===== src/rtl/dic_pkg.sv =====
package dic_pkg;
  typedef enum logic [1:0] {
    ST_IDLE  = 2'd0,
    ST_SWEEP = 2'd1,
    ST_WIDEN = 2'd2
  } dic_state_e;
endpackage


===== src/rtl/dic_align.sv =====
module dic_align #(
  parameter int N  = 18,
  parameter int IW = $clog2(N),
  parameter int KW = $clog2(N + 1)
) (
  input  logic [N-1:0]  ref_img_i,
  input  logic [N-1:0]  obs_img_i,
  input  logic [N-1:0]  obs_dc_i,
  input  logic [IW-1:0] pos_i,
  input  logic [KW-1:0] shift_i,
  output logic          agree_o,
  output logic          mismatch_o
);
  localparam int AW = $clog2(2 * N + 1);

  logic [AW-1:0] idx;
  logic          ref_bit, obs_bit, obs_skip;

  assign idx = AW'(pos_i) + AW'(shift_i);

  always_comb begin
    ref_bit  = 1'b0;
    obs_bit  = 1'b0;
    obs_skip = 1'b1;  // aligned index past the chain end counts as don't-care
    for (int j = 0; j < N; j++) begin
      if (pos_i == IW'(j)) ref_bit = ref_img_i[j];
      if (idx == AW'(j)) begin
        obs_bit  = obs_img_i[j];
        obs_skip = obs_dc_i[j];
      end
    end
  end

  assign agree_o    = !obs_skip && (ref_bit == obs_bit);
  assign mismatch_o = !obs_skip && (ref_bit != obs_bit);
endmodule


===== src/rtl/dic_widen.sv =====
module dic_widen #(
  parameter int N = 18
) (
  input  logic [N-1:0] raw_i,
  input  logic [N-1:0] ref_img_i,
  output logic [N-1:0] cand_o
);
  assign cand_o[0] = raw_i[0];

  for (genvar j = 1; j < N; j++) begin : g_chain
    // a suspect propagates toward scan-out while the reference bit repeats
    assign cand_o[j] = raw_i[j] | (cand_o[j-1] & ~(ref_img_i[j] ^ ref_img_i[j-1]));
  end
endmodule


===== src/rtl/dic_sweep_ctrl.sv =====
module dic_sweep_ctrl
  import dic_pkg::*;
#(
  parameter int N  = 18,
  parameter int IW = $clog2(N),
  parameter int KW = $clog2(N + 1),
  parameter int SW = $clog2(N + 1)
) (
  input  logic          clk_i,
  input  logic          rst_ni,
  input  logic          start_i,
  input  logic          agree_i,
  input  logic          mismatch_i,
  input  logic [N-1:0]  widened_i,
  output logic          load_o,
  output logic [IW-1:0] pos_o,
  output logic [KW-1:0] shift_o,
  output logic [N-1:0]  raw_o,
  output logic [N-1:0]  cand_o,
  output logic [SW-1:0] sim_o,
  output logic          busy_o,
  output logic          done_o
);
  localparam logic [IW-1:0] POS_TOP = IW'(N - 1);
  localparam logic [IW-1:0] IW_ONE  = IW'(1);
  localparam logic [KW-1:0] KW_ONE  = KW'(1);
  localparam logic [SW-1:0] SW_ONE  = SW'(1);
  localparam logic [SW-1:0] SIM_MAX = SW'(N);

  dic_state_e    state_q;
  logic [IW-1:0] pos_q;
  logic [KW-1:0] k_q;
  logic [N-1:0]  raw_q, cand_q;
  logic [SW-1:0] sim_q;
  logic          done_q;

  assign load_o = (state_q == ST_IDLE) && start_i;

  always_ff @(posedge clk_i or negedge rst_ni) begin
    if (!rst_ni) begin
      state_q <= ST_IDLE;
      pos_q   <= '0;
      k_q     <= '0;
      raw_q   <= '0;
      cand_q  <= '0;
      sim_q   <= '0;
      done_q  <= 1'b0;
    end else begin
      done_q <= 1'b0;
      unique case (state_q)
        ST_IDLE: begin
          if (start_i) begin
            state_q <= ST_SWEEP;
            pos_q   <= POS_TOP;
            k_q     <= '0;
            raw_q   <= '0;
            cand_q  <= '0;
            sim_q   <= '0;
          end
        end
        ST_SWEEP: begin
          if (agree_i) sim_q <= sim_q + SW_ONE;
          if (mismatch_i) begin
            k_q <= k_q + KW_ONE;
            for (int j = 0; j < N; j++)
              if (pos_q == IW'(j)) raw_q[j] <= 1'b1;
          end
          if (pos_q == '0) state_q <= ST_WIDEN;
          else             pos_q   <= pos_q - IW_ONE;
        end
        ST_WIDEN: begin
          cand_q  <= widened_i;
          done_q  <= 1'b1;
          state_q <= ST_IDLE;
        end
        default: state_q <= ST_IDLE;
      endcase
    end
  end

  assign pos_o   = pos_q;
  assign shift_o = k_q;
  assign raw_o   = raw_q;
  assign cand_o  = cand_q;
  assign sim_o   = sim_q;
  assign busy_o  = (state_q != ST_IDLE);
  assign done_o  = done_q;

  assert_done_pulse_R7: assert property (@(posedge clk_i) disable iff (!rst_ni)
    done_q |=> !done_q);

  assert_done_after_widen_R7: assert property (@(posedge clk_i) disable iff (!rst_ni)
    $rose(done_q) |-> $past(state_q) == ST_WIDEN);

  assert_single_insert_R3: assert property (@(posedge clk_i) disable iff (!rst_ni)
    (state_q == ST_SWEEP) |=> (k_q == $past(k_q) || k_q == $past(k_q) + KW_ONE));

  assert_mark_on_mismatch_R3: assert property (@(posedge clk_i) disable iff (!rst_ni)
    (state_q == ST_SWEEP && mismatch_i) |=> $countones(raw_q) == $past($countones(raw_q)) + 1);

  assert_exclusive_compare_R5: assert property (@(posedge clk_i) disable iff (!rst_ni)
    (state_q == ST_SWEEP) |-> !(agree_i && mismatch_i));

  assert_busy_start_ignored_R8: assert property (@(posedge clk_i) disable iff (!rst_ni)
    (state_q == ST_SWEEP && start_i) |=> (state_q == ST_WIDEN || pos_q == $past(pos_q) - IW_ONE));

  assert_sim_bound_R6: assert property (@(posedge clk_i) disable iff (!rst_ni)
    busy_o |-> sim_q <= SIM_MAX);
endmodule


===== src/rtl/delay_insert_cmp.sv =====
module delay_insert_cmp #(
  parameter int N  = 18,
  parameter int SW = $clog2(N + 1)
) (
  input  logic          clk_i,
  input  logic          rst_ni,
  input  logic          start_i,
  input  logic [N-1:0]  ref_img_i,
  input  logic [N-1:0]  obs_img_i,
  input  logic [N-1:0]  obs_dc_i,
  output logic          busy_o,
  output logic          done_o,
  output logic [N-1:0]  cand_o,
  output logic [SW-1:0] sim_o
);
  localparam int IW = (N > 1) ? $clog2(N) : 1;
  localparam int KW = $clog2(N + 1);

  logic [N-1:0]  ref_q, obs_q, dc_q;
  logic          load, agree, mismatch;
  logic [IW-1:0] pos;
  logic [KW-1:0] shift;
  logic [N-1:0]  raw, widened;

  always_ff @(posedge clk_i or negedge rst_ni) begin
    if (!rst_ni) begin
      ref_q <= '0;
      obs_q <= '0;
      dc_q  <= '0;
    end else if (load) begin
      ref_q <= ref_img_i;
      obs_q <= obs_img_i;
      dc_q  <= obs_dc_i;
    end
  end

  dic_align #(.N(N), .IW(IW), .KW(KW)) u_align (
    .ref_img_i (ref_q),
    .obs_img_i (obs_q),
    .obs_dc_i  (dc_q),
    .pos_i     (pos),
    .shift_i   (shift),
    .agree_o   (agree),
    .mismatch_o(mismatch)
  );

  dic_widen #(.N(N)) u_widen (
    .raw_i    (raw),
    .ref_img_i(ref_q),
    .cand_o   (widened)
  );

  dic_sweep_ctrl #(.N(N), .IW(IW), .KW(KW), .SW(SW)) u_ctrl (
    .clk_i     (clk_i),
    .rst_ni    (rst_ni),
    .start_i   (start_i),
    .agree_i   (agree),
    .mismatch_i(mismatch),
    .widened_i (widened),
    .load_o    (load),
    .pos_o     (pos),
    .shift_o   (shift),
    .raw_o     (raw),
    .cand_o    (cand_o),
    .sim_o     (sim_o),
    .busy_o    (busy_o),
    .done_o    (done_o)
  );

  assert_images_held_R8: assert property (@(posedge clk_i) disable iff (!rst_ni)
    (busy_o && !done_o) |=> $stable(ref_q) && $stable(obs_q) && $stable(dc_q));
endmodule


===== config.mk =====
export PLATFORM = sky130hd
export DESIGN_NAME = delay_insert_cmp
export DESIGN_NICKNAME = d
export VERILOG_FILES = /design/src/rtl/dic_pkg.sv /design/src/rtl/dic_align.sv /design/src/rtl/dic_widen.sv /design/src/rtl/dic_sweep_ctrl.sv /design/src/rtl/delay_insert_cmp.sv
export SDC_FILE = /design/constraint.sdc
export NUM_CORES = 1
export LEC_CHECK = 0
export ABC_AREA = 1
export CAP_MARGIN = 0
export CORE_MARGIN = 3
export CORE_UTILIZATION = 50
export CTS_BUF_LIST = sky130_fd_sc_hd__clkbuf_16
export DETAILED_ROUTE_END_ITERATION = 7
export HOLD_SLACK_MARGIN = 0.05
export PLACE_DENSITY = 0.74
export SETUP_SLACK_MARGIN = 0.1
export SYNTH_ARGS = -nofsm -noshare
export SYNTH_HDL_FRONTEND = slang
export SYNTH_SLANG_ARGS = --single-unit

===== constraint.sdc =====
create_clock -name clk_i -period 4.3 [get_ports clk_i]
set_clock_uncertainty 0.15 [all_clocks]
set_input_delay 0.86 -clock clk_i [delete_from_list [all_inputs] [get_ports clk_i]]
set_output_delay 0.86 -clock clk_i [all_outputs]
set_load 0.03 [all_outputs]

### After elaboration in Yosys (flattened, before gate mapping)

Index checks and enable logic that the tools add are counted.

* bits in registers: 108
* bits of input ports: 57
* word-level logic and storage cells: 280

* add/sub/neg operators: 4
* equal/unequal tests: 60
* mux-type cells: 88
* bitwise gates (word level): 68
* reduce and logical (&&, ||, !) cells: 33

Operator list (count)
* 1-bit two-way mux: 73
* 18-bit case mux with 2 select lines: 2
* 4-bit AND reduction: 18
* 6-bit by 4-bit == test with 1-bit output, second input constant: 8
* 2-bit != test, second input constant: 22
* 5-bit by 4-bit == test with 1-bit output, second input constant: 8
* 18-bit two-way mux: 2
* 5-bit case mux with 2 select lines: 3
* 5-bit two-way mux: 5
* 6-bit by 3-bit == test with 1-bit output, second input constant: 4
* 5-bit by 3-bit == test with 1-bit output, second input constant: 4
* 1-bit bitwise AND: 17
* 1-bit inverter: 17
* 1-bit OR: 17
* 1-bit bitwise XOR: 17
* 6-bit by 2-bit == test with 1-bit output, second input constant: 2
* 6-bit by 5-bit == test with 1-bit output, second input constant: 2
* 5-bit by 1-bit adder with 5-bit output, second input constant: 2
* 5-bit by 2-bit == test with 1-bit output, second input constant: 2
* 5-bit == test, second input constant: 2
* 3-bit AND reduction: 3
* 5-bit by 5-bit adder with 6-bit output: 1
* 6-bit by 1-bit == test with 1-bit output, second input constant: 1
* 6-bit logical NOT: 1
* other kinds (14): 20

### Depth between registers and ports, before layout

Gate-level depths: netlist of the first run.

* depth after elaboration: 37
* mapped depth: 36
* depth with buffers taken out: 36

### Modules after synthesis

A second synthesis of the first run with hierarchy kept.

* cell total of the unflattened synthesis: 812
* area total of the unflattened synthesis: 6078.3 um2

By module, submodules not included
* dic_sweep_ctrl: instances 1, cells each 291, area each 2492.4 um2, sequential area each 1351.3 um2
* delay_insert_cmp: instances 1, cells each 228, area each 2073.2 um2, sequential area each 1351.3 um2
* dic_align: instances 1, cells each 221, area each 1074.8 um2, sequential area each 0.0 um2
* dic_widen: instances 1, cells each 72, area each 437.9 um2, sequential area each 0.0 um2

### Worst setup path after synthesis of the first run

Ideal clock, no wire load.

* path type: register to register
* start point: register u_ctrl.pos_q[0] (netlist: u_ctrl.pos_o[0])
* end point: register u_ctrl.raw_q[1] (netlist: u_ctrl.raw_o[1])
* arrival time: 3.008 ns
* required time: 4.033 ns
* path slack: 1.025 ns
* cell stages (with the launch flop): 27
* path buffers: 1
* cell sequence: dfrtp_1 -> ha_1 -> fa_1 -> a21oi_2 -> nor2_2 -> nor2_4 -> xor2_2 -> nand2_4 -> nor3_2 -> nand2_1 -> nand2_1 -> nand2_1 -> nand2_1 -> nand4_1 -> nand2_1 -> nand4_1 -> nor2_1 -> nand4_1 -> nor2_1 -> nand2_1 -> nand2_2 -> nand3_2 -> nand2_4 -> buf_6 -> nand2_1 -> nand2_1 -> nand2_1

* longest elaborated chain between the ends: 24
* elaborated cells on any way between the ends: 97
* classes of those cells: add/sub (1); eq/ne (37); mux (54); reduce/logical (5)

Ends and longest elaborated chain
* start, declared: RTL line dic_sweep_ctrl.sv:31 `logic [IW-1:0] pos_q;`
* start signal, assigned: RTL line dic_sweep_ctrl.sv:69 `else pos_q <= pos_q - IW_ONE;`
* 5-bit by 5-bit adder with 6-bit output: RTL line dic_align.sv:19 `assign idx = AW'(pos_i) + AW'(shift_i);`
* 6-bit logical NOT: RTL line dic_align.sv:27 `if (idx == AW'(j)) begin`
* 1-bit two-way mux (18 in series): RTL line dic_align.sv:27
* 1-bit != test or 1-bit logical NOT (tied branches): RTL line dic_align.sv:35 `assign mismatch_o = !obs_skip && (ref_bit != obs_bit);`
* 1-bit logical AND: RTL line dic_align.sv:35
* 2-bit != test (no line)
* 4-bit AND reduction (no line) *
* end signal, assigned: RTL line dic_sweep_ctrl.sv:44 `raw_q <= '0;`
* end signal, assigned: RTL line dic_sweep_ctrl.sv:56 `raw_q <= '0;`
* end signal, assigned by index: RTL line dic_sweep_ctrl.sv:66 `if (pos_q == IW'(j)) raw_q[j] <= 1'b1;`
* end, declared: RTL line dic_sweep_ctrl.sv:33 `logic [N-1:0] raw_q, cand_q;`

Mark *: on every way between the ends. The rest lies on a longest branch, timed or not.
A chain may end at the register's enable or synchronous reset.

### Final worst setup path of the first run

* start point: register u_ctrl.pos_q[0] (netlist: u_ctrl.pos_o[0])
* end point: register u_ctrl.sim_q[1] (netlist: u_ctrl.sim_o[1])

* longest elaborated chain between the ends: 24
* elaborated cells on any way between the ends: 96
* classes of those cells: add/sub (1); eq/ne (36); mux (54); reduce/logical (5)

Ends and longest elaborated chain
* 5-bit by 5-bit adder with 6-bit output: RTL line dic_align.sv:19
* 6-bit logical NOT: RTL line dic_align.sv:27
* 1-bit two-way mux (18 in series): RTL line dic_align.sv:27
* 1-bit == test or 1-bit logical NOT (tied branches): RTL line dic_align.sv:34 `assign agree_o = !obs_skip && (ref_bit == obs_bit);`
* 1-bit logical AND *: RTL line dic_align.sv:34
* 2-bit != test (no line) *
* 3-bit AND reduction (no line) *
* end signal, assigned: RTL line dic_sweep_ctrl.sv:62 `if (agree_i) sim_q <= sim_q + SW_ONE;`
* end, declared: RTL line dic_sweep_ctrl.sv:34 `logic [SW-1:0] sim_q;`

Marks and branches as above.

==> results of run 1 <==
cell type report:
cell class                 instances  area share
timing repair buffer              86      0.1215
tap                              140     0.02516
sequential                       108      0.3881
inverter                          78     0.04205
multi-input combinational        542      0.3795
clock buffer                       9     0.03235
clock inverter                     7     0.01132
path summary, 6_finish.rpt:
path	startpoint	end	slack, ns	cells past startpoint
setup / recovery	u_ctrl.pos_o[0]$_DFFE_PN0P_	u_ctrl.sim_o[1]$_DFFE_PN0P_	0.55	23
hold / removal	u_ctrl.raw_o[10]$_DFFE_PN0P_	u_ctrl.raw_o[10]$_DFFE_PN0P_	0.32	2
setup reg to reg	u_ctrl.pos_o[0]$_DFFE_PN0P_	u_ctrl.sim_o[1]$_DFFE_PN0P_	0.55	23
hold reg to reg	u_ctrl.raw_o[10]$_DFFE_PN0P_	u_ctrl.raw_o[10]$_DFFE_PN0P_	0.32	2
max in group asynchronous	rst_ni	ref_q[7]$_DFFE_PN0P_	2.75	2
min in group asynchronous	rst_ni	ref_q[15]$_DFFE_PN0P_	0.40	1
metal layers:
metal  wire length [microns]  share of wire  vias up
met4                     198          0.015        0
met2                    6691           0.50      125
met3                     632          0.048       18
li1                        -              -     2528
met1                    5782           0.43     2351
met5                       0              0        -
flip-flops by register name, summed over array words and instances, names as in the netlist:
register,flops
dc_q,18
u_ctrl.done_o,1
u_ctrl.state_q,2
u_ctrl.sim_o,5
u_ctrl.pos_o,5
u_ctrl.raw_o,18
obs_q,18
ref_q,18
u_ctrl.shift_o,5
u_ctrl.cand_o,18
cell families (layout without fill, tap and decap cells):
group / Yosys count / count (layout) / synth area share
buffers and inverters: 101 / 180 / 0.06951
and+or+nand+nor: 433 / 433 / 0.3134
adders and majority gates: 13 / 13 / 0.02964
DFF: 108 / 108 / 0.4707
AOI/OAI and AO/OA: 74 / 74 / 0.08193
xor gates and xnor gates: 22 / 22 / 0.03487
cells in the final DEF (no fill, tap or decap), types with 4 or more instances in the layout:
| cell type | instances |
|---|---|
| nor3_1 | 5 |
| o21ai_0 | 32 |
| clkdlybuf4s50_1 | 80 |
| xnor2_1 | 16 |
| clkbuf_16 | 9 |
| nand2_1 | 298 |
| nand3_1 | 47 |
| nor2_1 | 51 |
| ha_1 | 12 |
| o22ai_1 | 5 |
| dfrtp_1 | 108 |
| inv_2 | 6 |
| xor2_1 | 5 |
| inv_1 | 71 |
| o31ai_1 | 4 |
| nand4_1 | 11 |
| a22o_1 | 16 |
| a21oi_1 | 9 |
| buf_4 | 6 |
| nand2_2 | 5 |
report_power, final:
group	internal [mW]	switching [mW]	leakage, nW
logic	0.867	1.66	1.92
clock network	0.414	0.417	0.148
registers	1.42	0.335	1.38
total	2.70	2.41	3.45
critical path: stages, from the launching register on:
cell and delay (ns):
dfrtp_1 0.43, ha_1 0.24, fa_1 0.41, a21oi_2 0.15, nor2_2 0.06, nor2_4 0.09
xor2_2 0.19, nand2_4 0.10, inv_2 0.11, nand3_2 0.13, nor2_1 0.18, nand2_1 0.07
nand2_1 0.07, nand4_1 0.08, nor2_1 0.14, nand4_1 0.12, nor2_1 0.14, nand2_1 0.09
nand2_2 0.10, nand2_1 0.06, nand2_1 0.22, nand2_2 0.13, nand3_1 0.10, nand2_1 0.06
==> flow_metrics.tcl, run 1 <==
set metrics [dict create \
    clock.fmax_mhz 267.0 \
    final_cells 970 \
    fin_crit_ns 3.746 \
    globalRouteOverflowTotal 0 \
    viasPerCell 5.177 \
    worstSetupPathType "flop to flop" \
    setup_ws_ns 0.5541 \
    dpl.cell_count 954 \
    synthTopCellsByCount "299 x nand2_1, 108 x dfrtp_1, 72 x inv_1" \
    use_met1 0.2801 \
    via_count 5022 \
    crit_required_ns 4.39 \
    rsz0062_at_grt "no" \
    dieHeight_microns 113.2 \
    area_growth_syn_to_layout_pct 21.27 \
    finalCritPeriodShare 0.8711 \
    io_pins 82 \
    ys_types 42 \
    maxSlewHeadroom 0.1492 \
    cts_setup_buffers 0 \
    clkTransAtPathRegs_ns 0.08 \
    nNetsFinal 895 \
    cp-start-kind "flop" \
    vdd_ir_drop_max_uv 412.4 \
    fill_cells 973 \
    drc 0 \
    worst_pin_slew_ns 1.272 \
    powerDensity_mw_per_mm2 733.0 \
    finalCoreUtilization 0.6312 \
    wl_per_cell_microns 13.72 \
    cts.repair.resized 0 \
    synthFlopType "dfrtp_1" \
    use_met3 0.03743 \
    synthCells 751 \
    synth.most_common_cell "nand2_1" \
    synth-seq-cells 108 \
    async_reset_ff_frac 1.000 \
    antennaDiodeCount 0 \
    top_usage_layer "met2" \
    synth_area_sq_mm 0.005742 \
    row_count 38 \
    grt_pass1_vias 4987 \
    clock_latency_ns 0.36 \
    htree_levels 3 \
    end_kind "flop" \
    die_area_sq_mm 0.01281 \
    dieWidth_microns 113.2 \
    cts-root-buf "clkbuf_16" \
    ys_top_cells_by_area "dfrtp_1 47%, nand2_1 20%, inv_1 4.7%" \
    post_dp_cell_area_sq_mm 0.006659 \
    ys_warn_count 0 \
    place_congestion 0.8971 \
    synthesis.nets 821 \
    synth_edf_count 0 \
    grt_max_degree 69 \
    multiInputGateArea_sq_mm 0.002643 \
    portBuffers 81 \
    leakagePower_nw 3.446 \
    tns_ns 0 \
    grt_use_total 0.2172 \
    ant_nets 0 \
    cts_hold_buf 0 \
    cts_made_buffers 9 \
    cp_max_fo 7 \
    synth_top_area_share 0.4707 \
    drt-total-wl_microns 13310 \
    cp.arrival_ns 3.84 \
    grt.met2_usage 0.3748 \
    total_power_mw 5.104 \
    cts_sinks 108 \
    grt_pass1_wl_microns 22910 \
    coreArea_sq_mm 0.01103 \
    start_util 0.5205 \
    antenna_found_initial 0 \
    drt_iter0_markers 345 \
    layout-drive-gt1-share 0.05542 \
    slew_viol_final 0 \
    hold_ws_ns 0.3231 \
    stdcell_area_sq_mm 0.006963 \
    place_ws_ns 0.6622 \
    hold_viol 0 \
    maxCapViolCount 0 \
    status "complete, no violations" \
    cts_buffer_depth 2 \
    place_hpwl_microns 9706 \
    drt_first_pass_iters 5 \
    yosys.area.top_type "dfrtp_1" \
    cts_tree "built" \
    seq_area_sq_mm 0.002703 \
    yosysSeqAreaShare 0.4707 \
    setup_viol 0 \
    avgSynthCellArea_sq_um 7.645 \
    hold_class "flop to flop" \
]
(Power assumes the default switching activity.)
==> run 2, diff against run 1 <==
--- a/config.mk
+++ b/config.mk
@@ -6,7 +6,6 @@
 export NUM_CORES = 1
 export LEC_CHECK = 0
 export ABC_AREA = 1
-export CAP_MARGIN = 0
 export CORE_MARGIN = 3
 export CORE_UTILIZATION = 50
 export CTS_BUF_LIST = sky130_fd_sc_hd__clkbuf_16
==> results of run 2 <==
Final layout, timing and power as in run 1 (identical DEF).
